**config.mk**
```make
export PLATFORM = sky130hd
export DESIGN_NAME = uirq_agg
export DESIGN_NICKNAME = d
export VERILOG_FILES = /design/src/rtl/uirq_pkg.sv /design/src/rtl/uirq_chan_track.sv /design/src/rtl/uirq_prio_enc.sv /design/src/rtl/uirq_word_pack.sv /design/src/rtl/uirq_agg.sv
export SDC_FILE = /design/constraint.sdc
export NUM_CORES = 1
export LEC_CHECK = 0
export ABC_AREA = 1
export BUFFER_PORTS_ARGS = -buffer_cell sky130_fd_sc_hd__buf_2
export CAP_MARGIN = 0
export CORE_MARGIN = 3
export CORE_UTILIZATION = 46
export DETAILED_ROUTE_END_ITERATION = 6
export GPL_TIMING_DRIVEN = 0
export PLACE_DENSITY = 0.86
export SLEW_MARGIN = 10
export SYNTH_ARGS = -nofsm -noshare
export SYNTH_HDL_FRONTEND = slang
export SYNTH_SLANG_ARGS = --single-unit
```
**constraint.sdc**
```tcl
create_clock -name clk -period 3.09 [get_ports clk]
set_clock_uncertainty 0.2 [all_clocks]
set_input_delay 0.618 -clock clk [delete_from_list [all_inputs] [get_ports clk]]
set_output_delay 0.618 -clock clk [all_outputs]
set_load 0.01 [all_outputs]
```
**src/rtl/uirq_pkg.sv**
```systemverilog
package uirq_pkg;

    localparam int CODE_W  = 3;
    localparam int NSRC    = 6;
    localparam int SLOTS   = 8;
    localparam int WORD_W  = 32;
    localparam int SUM_W   = 8;

    typedef enum logic [CODE_W-1:0] {
        CODE_NONE  = 3'd0,
        CODE_LINE  = 3'd1,
        CODE_TMO   = 3'd2,
        CODE_RXRDY = 3'd3,
        CODE_TXE   = 3'd4,
        CODE_MODEM = 3'd5,
        CODE_PIN   = 3'd6
    } cause_code_e;

    // first member is the MSB: line error sits at bit 0
    typedef struct packed {
        logic pin;
        logic modem;
        logic txe;
        logic rxrdy;
        logic tmo;
        logic line;
    } src_vec_t;

    function automatic cause_code_e pick_cause(input src_vec_t p);
        cause_code_e c;
        if (p.line)       c = CODE_LINE;
        else if (p.tmo)   c = CODE_TMO;
        else if (p.rxrdy) c = CODE_RXRDY;
        else if (p.txe)   c = CODE_TXE;
        else if (p.modem) c = CODE_MODEM;
        else if (p.pin)   c = CODE_PIN;
        else              c = CODE_NONE;
        return c;
    endfunction

endpackage

```
**src/rtl/uirq_chan_track.sv**
```systemverilog
module uirq_chan_track
    import uirq_pkg::*;
#(
    parameter int FILL_W = 7
) (
    input  logic              clk,
    input  logic              rst,
    input  logic [FILL_W-1:0] fill,
    input  logic [FILL_W-1:0] trig,
    input  logic              tmo_evt,
    input  logic              line_evt,
    input  logic              tx_empty,
    input  logic              tx_load,
    input  logic              modem_chg,
    input  logic              pin_chg,
    input  logic              isr_rd,
    input  logic              msr_rd,
    input  logic              lsr_rd,
    input  logic              txe_shown,
    output src_vec_t          pend
);

    src_vec_t pend_q;
    logic     tx_prev_q;
    logic     fill_nz;
    logic     at_trig;
    logic     tx_rise;

    assign fill_nz = (fill != '0);
    assign at_trig = (fill >= trig);
    assign tx_rise = tx_empty & ~tx_prev_q;

    always_ff @(posedge clk) begin
        if (rst) begin
            pend_q    <= '0;
            tx_prev_q <= 1'b0;
        end else begin
            tx_prev_q    <= tx_empty;
            pend_q.line  <= line_evt | (pend_q.line & ~lsr_rd);
            pend_q.tmo   <= (tmo_evt | pend_q.tmo) & fill_nz;
            pend_q.rxrdy <= at_trig;
            pend_q.txe   <= tx_rise | (pend_q.txe & ~tx_load & ~(isr_rd & txe_shown));
            pend_q.modem <= modem_chg | (pend_q.modem & ~msr_rd);
            pend_q.pin   <= pin_chg | (pend_q.pin & ~isr_rd);
        end
    end

    assign pend = pend_q;

endmodule

```
**src/rtl/uirq_prio_enc.sv**
```systemverilog
module uirq_prio_enc
    import uirq_pkg::*;
(
    input  src_vec_t              pend,
    input  logic [NSRC-1:0]       en,
    output logic [CODE_W-1:0]     code,
    output logic                  active
);

    src_vec_t masked;

    always_comb begin
        masked = src_vec_t'(pend & en);
        code   = pick_cause(masked);
        active = |masked;
    end

endmodule

```
**src/rtl/uirq_word_pack.sv**
```systemverilog
module uirq_word_pack
    import uirq_pkg::*;
#(
    parameter int NCH = 4
) (
    input  logic [NCH-1:0]        act,
    input  logic [NCH*CODE_W-1:0] codes,
    output logic [WORD_W-1:0]     word
);

    for (genvar b = 0; b < SUM_W; b++) begin : g_sum
        if (b < NCH) begin : g_used
            assign word[b] = act[b];
        end else begin : g_pad
            assign word[b] = 1'b0;
        end
    end

    for (genvar s = 0; s < SLOTS; s++) begin : g_slot
        if (s < NCH) begin : g_used
            assign word[SUM_W + CODE_W*s +: CODE_W] = codes[CODE_W*s +: CODE_W];
        end else begin : g_pad
            assign word[SUM_W + CODE_W*s +: CODE_W] = '0;
        end
    end

endmodule

```
**src/rtl/uirq_agg.sv**
```systemverilog
module uirq_agg
    import uirq_pkg::*;
#(
    parameter int NCH    = 4,
    parameter int FILL_W = 7
) (
    input  logic                  clk,
    input  logic                  rst,
    input  logic [NCH*FILL_W-1:0] rx_fill,
    input  logic [NCH*FILL_W-1:0] rx_trig,
    input  logic [NCH-1:0]        rx_tmo_evt,
    input  logic [NCH-1:0]        line_err_evt,
    input  logic [NCH-1:0]        tx_empty,
    input  logic [NCH-1:0]        tx_load,
    input  logic [NCH-1:0]        modem_in_chg,
    input  logic [NCH-1:0]        pin_out_chg,
    input  logic [NCH-1:0]        isr_rd,
    input  logic [NCH-1:0]        msr_rd,
    input  logic [NCH-1:0]        lsr_rd,
    input  logic [NCH*NSRC-1:0]   src_en,
    output logic [WORD_W-1:0]     stat_word,
    output logic                  host_irq
);

    localparam int CODES_W = NCH * CODE_W;

    logic [NCH-1:0]     act;
    logic [CODES_W-1:0] codes;
    logic               irq_q;

    for (genvar n = 0; n < NCH; n++) begin : g_ch
        src_vec_t          pend;
        logic [CODE_W-1:0] code;
        logic              txe_shown;

        assign txe_shown = (code == CODE_TXE);

        uirq_chan_track #(.FILL_W(FILL_W)) u_track (
            .clk       (clk),
            .rst       (rst),
            .fill      (rx_fill[n*FILL_W +: FILL_W]),
            .trig      (rx_trig[n*FILL_W +: FILL_W]),
            .tmo_evt   (rx_tmo_evt[n]),
            .line_evt  (line_err_evt[n]),
            .tx_empty  (tx_empty[n]),
            .tx_load   (tx_load[n]),
            .modem_chg (modem_in_chg[n]),
            .pin_chg   (pin_out_chg[n]),
            .isr_rd    (isr_rd[n]),
            .msr_rd    (msr_rd[n]),
            .lsr_rd    (lsr_rd[n]),
            .txe_shown (txe_shown),
            .pend      (pend)
        );

        uirq_prio_enc u_enc (
            .pend   (pend),
            .en     (src_en[n*NSRC +: NSRC]),
            .code   (code),
            .active (act[n])
        );

        assign codes[n*CODE_W +: CODE_W] = code;
    end

    uirq_word_pack #(.NCH(NCH)) u_pack (
        .act   (act),
        .codes (codes),
        .word  (stat_word)
    );

    always_ff @(posedge clk) begin
        if (rst) irq_q <= 1'b0;
        else     irq_q <= |stat_word[NCH-1:0];
    end

    assign host_irq = irq_q;

endmodule

```
# Word-level counts from Yosys, hierarchy flattened
# Cells that the tools add are included.
# classes
bitwise,80
reduce_logical,9
n_eq_ne,4
order_cmp,4
muxes,24
# ops
operator,count
2-to-1 mux 3 bit,24
bitwise AND 1 bit,32
>= comparator 7 bit,4
nonzero test 7 bit,4
bitwise AND 6 bit,4
NOT 1 bit,24
OR reduction 24 bit,1
OR reduction 6 bit,4
OR 1 bit,20
"== test 3 bit, second input constant",4
# totals
out_inout_bits,33
inputBits,118
word_cells,150
reg_bits,29

# Longest topological paths before layout
# depth
ltp_word,12
ltp_mapped,8

# Cells and area by module
# From an unflattened synthesis, not the netlist that was laid out.
# hier_totals
cells_unflattened,369
area_unflattened_um2,2468.6
# by_module_without_submodules
module,seq_area_each_um2,cells_per_inst,n_inst,area_per_inst_um2
uirq_chan_track,140.1,61,4,430.4
uirq_prio_enc,0.0,21,4,105.1
uirq_word_pack,0.0,33,1,244.0
uirq_agg,20.0,8,1,82.6

# Worst setup path after synthesis
# OpenSTA, ideal clock, no wires.
# synth_path
path_type,input-to-output
from,input src_en[21]
to,output stat_word[3]
stages,7
setup_slack_ps,1143
arrival_ps,1129
path_cell_list,nand2_1 nand2_1 inv_2 nand2_2 nor2_2 inv_2 buf_4
# synth_between
elab_chain_cells,2
# synth_lines
item,line,text
"start, declared",uirq_agg.sv:20,"input logic [NCH*NSRC-1:0] src_en,"
bitwise AND 6 bit,uirq_prio_enc.sv:13,masked = src_vec_t'(pend & en);
OR reduction 6 bit,uirq_prio_enc.sv:15,active = |masked;
"end, declared",uirq_agg.sv:21,"output logic [WORD_W-1:0] stat_word,"
# Every way passes these cells.

# Worst setup path in the final report
# layout_path
from,input src_en[3]
to,output stat_word[0]
# Same word-level chain as after synthesis.

==> run summary <==
GRT Util Overall: 0.202
Switch share: 0.310
Bufs and invs on worst path: 4
Worst-path clk slew: 0.06 ns
Largest cells by area after synthesis: dfxtp_1 25%, ha_1 15%, nand2_1 11%
Routability cong.: 0.846
Flops & latches, synth: 29
P&R area growth vs syn: 38.1%
Vias in the first global route: 2,556
Die W: 77.6 um
Row cnt: 25
Clock tree sinks: 29
Ant diodes: 0
DIE HEIGHT: 77.6 um
Cell chain of the critical path: buf_2 -> nand2_1 -> nand3_1 -> nor2_1 -> inv_1 -> buf_4 -> buf_2
Share of layout cells above drive strength 1: 0.378
CTS tree: yes
Hold buffer count at cts: 0
Final antenna-violating net count: 0
Sequential power share: 0.378
CP max stage cell: nor2_1
Max-cap violation count: 0
Final min period: 2.23 ns
Core Region: 4850 um2
DRT Pass-1 Iters: 4
Synthesis Warnings: 0
Die area: 6020 um2
Pint: 0.755 mW
Post-Synthesis Cells: 362
Syn avg cell area: 6.51 um2
Gate power share: 0.340
Drt initial violations: 69
Delay-heaviest family, CP: buffers and inverters
Pwr Density: 336 nW/um2
Leak Pwr: 2.06 nW
Hold_ws: 0.251 ns
Post_cts resized: 0
Grt total ovfl: 0
Setup Crit Path Kind: primary input to primary output
Endpoint class of the critical path: primary output
Post-CTS Setup Bufs: 0
Total CTS buffers: 5
Synth cell types: 22
VDD IR max: 0.257 mV
Initial antenna violation count: 0
Final Max Slew Viols: 0
Leading area contributor after synthesis: dfxtp_1
Status: complete, no violations
Non-filler cells, final: 585
Mapped cell area: 2360 um2
Crit path top cell by count: buf_2
Post-Route Setup TNS: 0 ns
Finish-stage setup viols: 0
Largest fanout on the critical path: 3
CP Data Arrival Time: 1.41 ns
Placed insts: 578
Pwr Total: 1.09 mW
Vias: 2,622
WL final: 6020 um
Largest net degree at the start of global routing: 11
DRC violation count after routing: 0
RSZ-0062 raised after global routing: no
I/O pin count: 151
Deepest clock path buffer count: 2
Starting Density: 0.486
H-tree levels: 2
Hold Path Class: flop to flop
Register area share after synthesis: 0.246
Tcrit/Tclk final: 0.721
Vias per cell: 4.48
Final hold violations: 0
NumNets Final: 664
Critical path launch point type: primary input
WL/cell: 10.3 um
First-pass GRT wire length: 10,000 um
Root Buffer: clkbuf_8
PortBufs: 134
CP Data Required Time: 2.27 ns
Clock group share of total power: 0.282
Yosys top cell area share: 0.246
Crit path largest cell delay: 0.15 ns
DP HPWL: 5270 um
NetSw: 0.338 mW
Clk Latency, worst-skew pair: 0.27 ns
Fmax: 449 MHz
[per-layer routing]
layer / vias up / global-route usage / share of wire
li1: 1406 / - / -
met4: 0 / 0.0819 / 0.023
met5: - / 0 / 0
met2: 107 / 0.379 / 0.50
met3: 14 / 0.0464 / 0.072
met1: 1095 / 0.215 / 0.41
[state kept, by name, indices dropped and copies added, names as in the netlist]
register                cells
g_ch.u_track.pend          24
g_ch.u_track.tx_prev_q      4
host_irq                    1
[kinds of logic after synthesis]
group,count (synthesis),synth area share
other,1,0.00159
buffers and inverters,98,0.189
adder cells (fa/ha/maj),28,0.149
AND/OR/NAND/NOR,152,0.292
flip-flops,29,0.246
AO/OA/AOI/OAI,54,0.122
[worst register-to-register path: cells and delay by family (launching register included)]
family / cells / cell delay (ns)
AOI/OAI and AO/OA: 1 / 0.05
buffers and inverters: 1 / 0.09
DFF: 1 / 0.32
and+or+nand+nor: 4 / 0.47
[through the flow]
stage / area, um2 / utilization / setup WS, ns
5_1_grt: 3250 / 0.671 / 0.769
3_3_place_gp: 3170 / 0.653 / 0.844
6_report: 3250 / 0.671 / 0.862
3_5_place_dp: 3170 / 0.653 / 0.847
4_1_cts: 3250 / 0.671 / 0.844
2_1_floorplan: 2410 / - / 1.14
[placed cells by master, fill, tap and decap left out]
cell	netlist	layout
dfxtp_1	29	29
nor3_1	8	8
nand3_2	1	1
o21ai_1	3	3
nand2_2	17	17
nor3b_1	4	4
nor3_2	1	1
nand3_1	14	14
inv_1	67	67
nor2_2	4	4
nor2_1	31	31
o21a_1	4	4
buf_4	20	20
buf_2	2	136
a21oi_2	2	2
clkbuf_1	0	1
clkbuf_8	0	6
conb_1	1	16
nor4_1	4	4
a21oi_1	33	33
inv_2	9	9
ha_1	28	28
nand2_1	68	68
o21ai_0	12	12
[Yosys cell counts]
cell / number
a21oi_1: 33
a21oi_2: 2
buf_2: 2
buf_4: 20
conb_1: 1
dfxtp_1: 29
ha_1: 28
inv_1: 67
inv_2: 9
nand2_1: 68
nand2_2: 17
nand3_1: 14
nand3_2: 1
nor2_1: 31
nor2_2: 4
nor3_1: 8
nor3_2: 1
nor3b_1: 4
nor4_1: 4
o21a_1: 4
o21ai_0: 12
o21ai_1: 3
[cell type report]
| cell class | instances | area (um2) |
|---|---|---|
| fillers | 444 | 1600 |
| inverters | 76 | 285 |
| multi-input cells | 250 | 1390 |
| well taps | 67 | 83.8 |
| plain buffers | 22 | 160 |
| repair buffers | 134 | 671 |
| flip-flops and latches | 29 | 581 |
| clock buffers | 7 | 86.3 |
[power by group through the flow]
stage	registers (mW)	clock network, mW	logic [mW]
6_report	0.413	0.309	0.371
5_1_grt	0.416	0.331	0.423
4_1_cts	0.413	0.318	0.372
3_5_place_dp	0.422	0	0.370
3_3_place_gp	0.421	0	0.358
2_1_floorplan	0.419	0	0.226
[path summary, 6_finish.rpt]
kind / end / cells past startpoint / from / slack [ns]
min: g_ch[1].u_track.pend[3] / 3 / g_ch[1].u_track.tx_prev_q / 0.25
max reg2reg: host_irq / 6 / g_ch[0].u_track.pend[4] / 1.85
max: stat_word[0] / 7 / src_en[3] / 0.86
min reg2reg: g_ch[1].u_track.pend[3] / 3 / g_ch[1].u_track.tx_prev_q / 0.25
(Power assumes the default switching activity.)
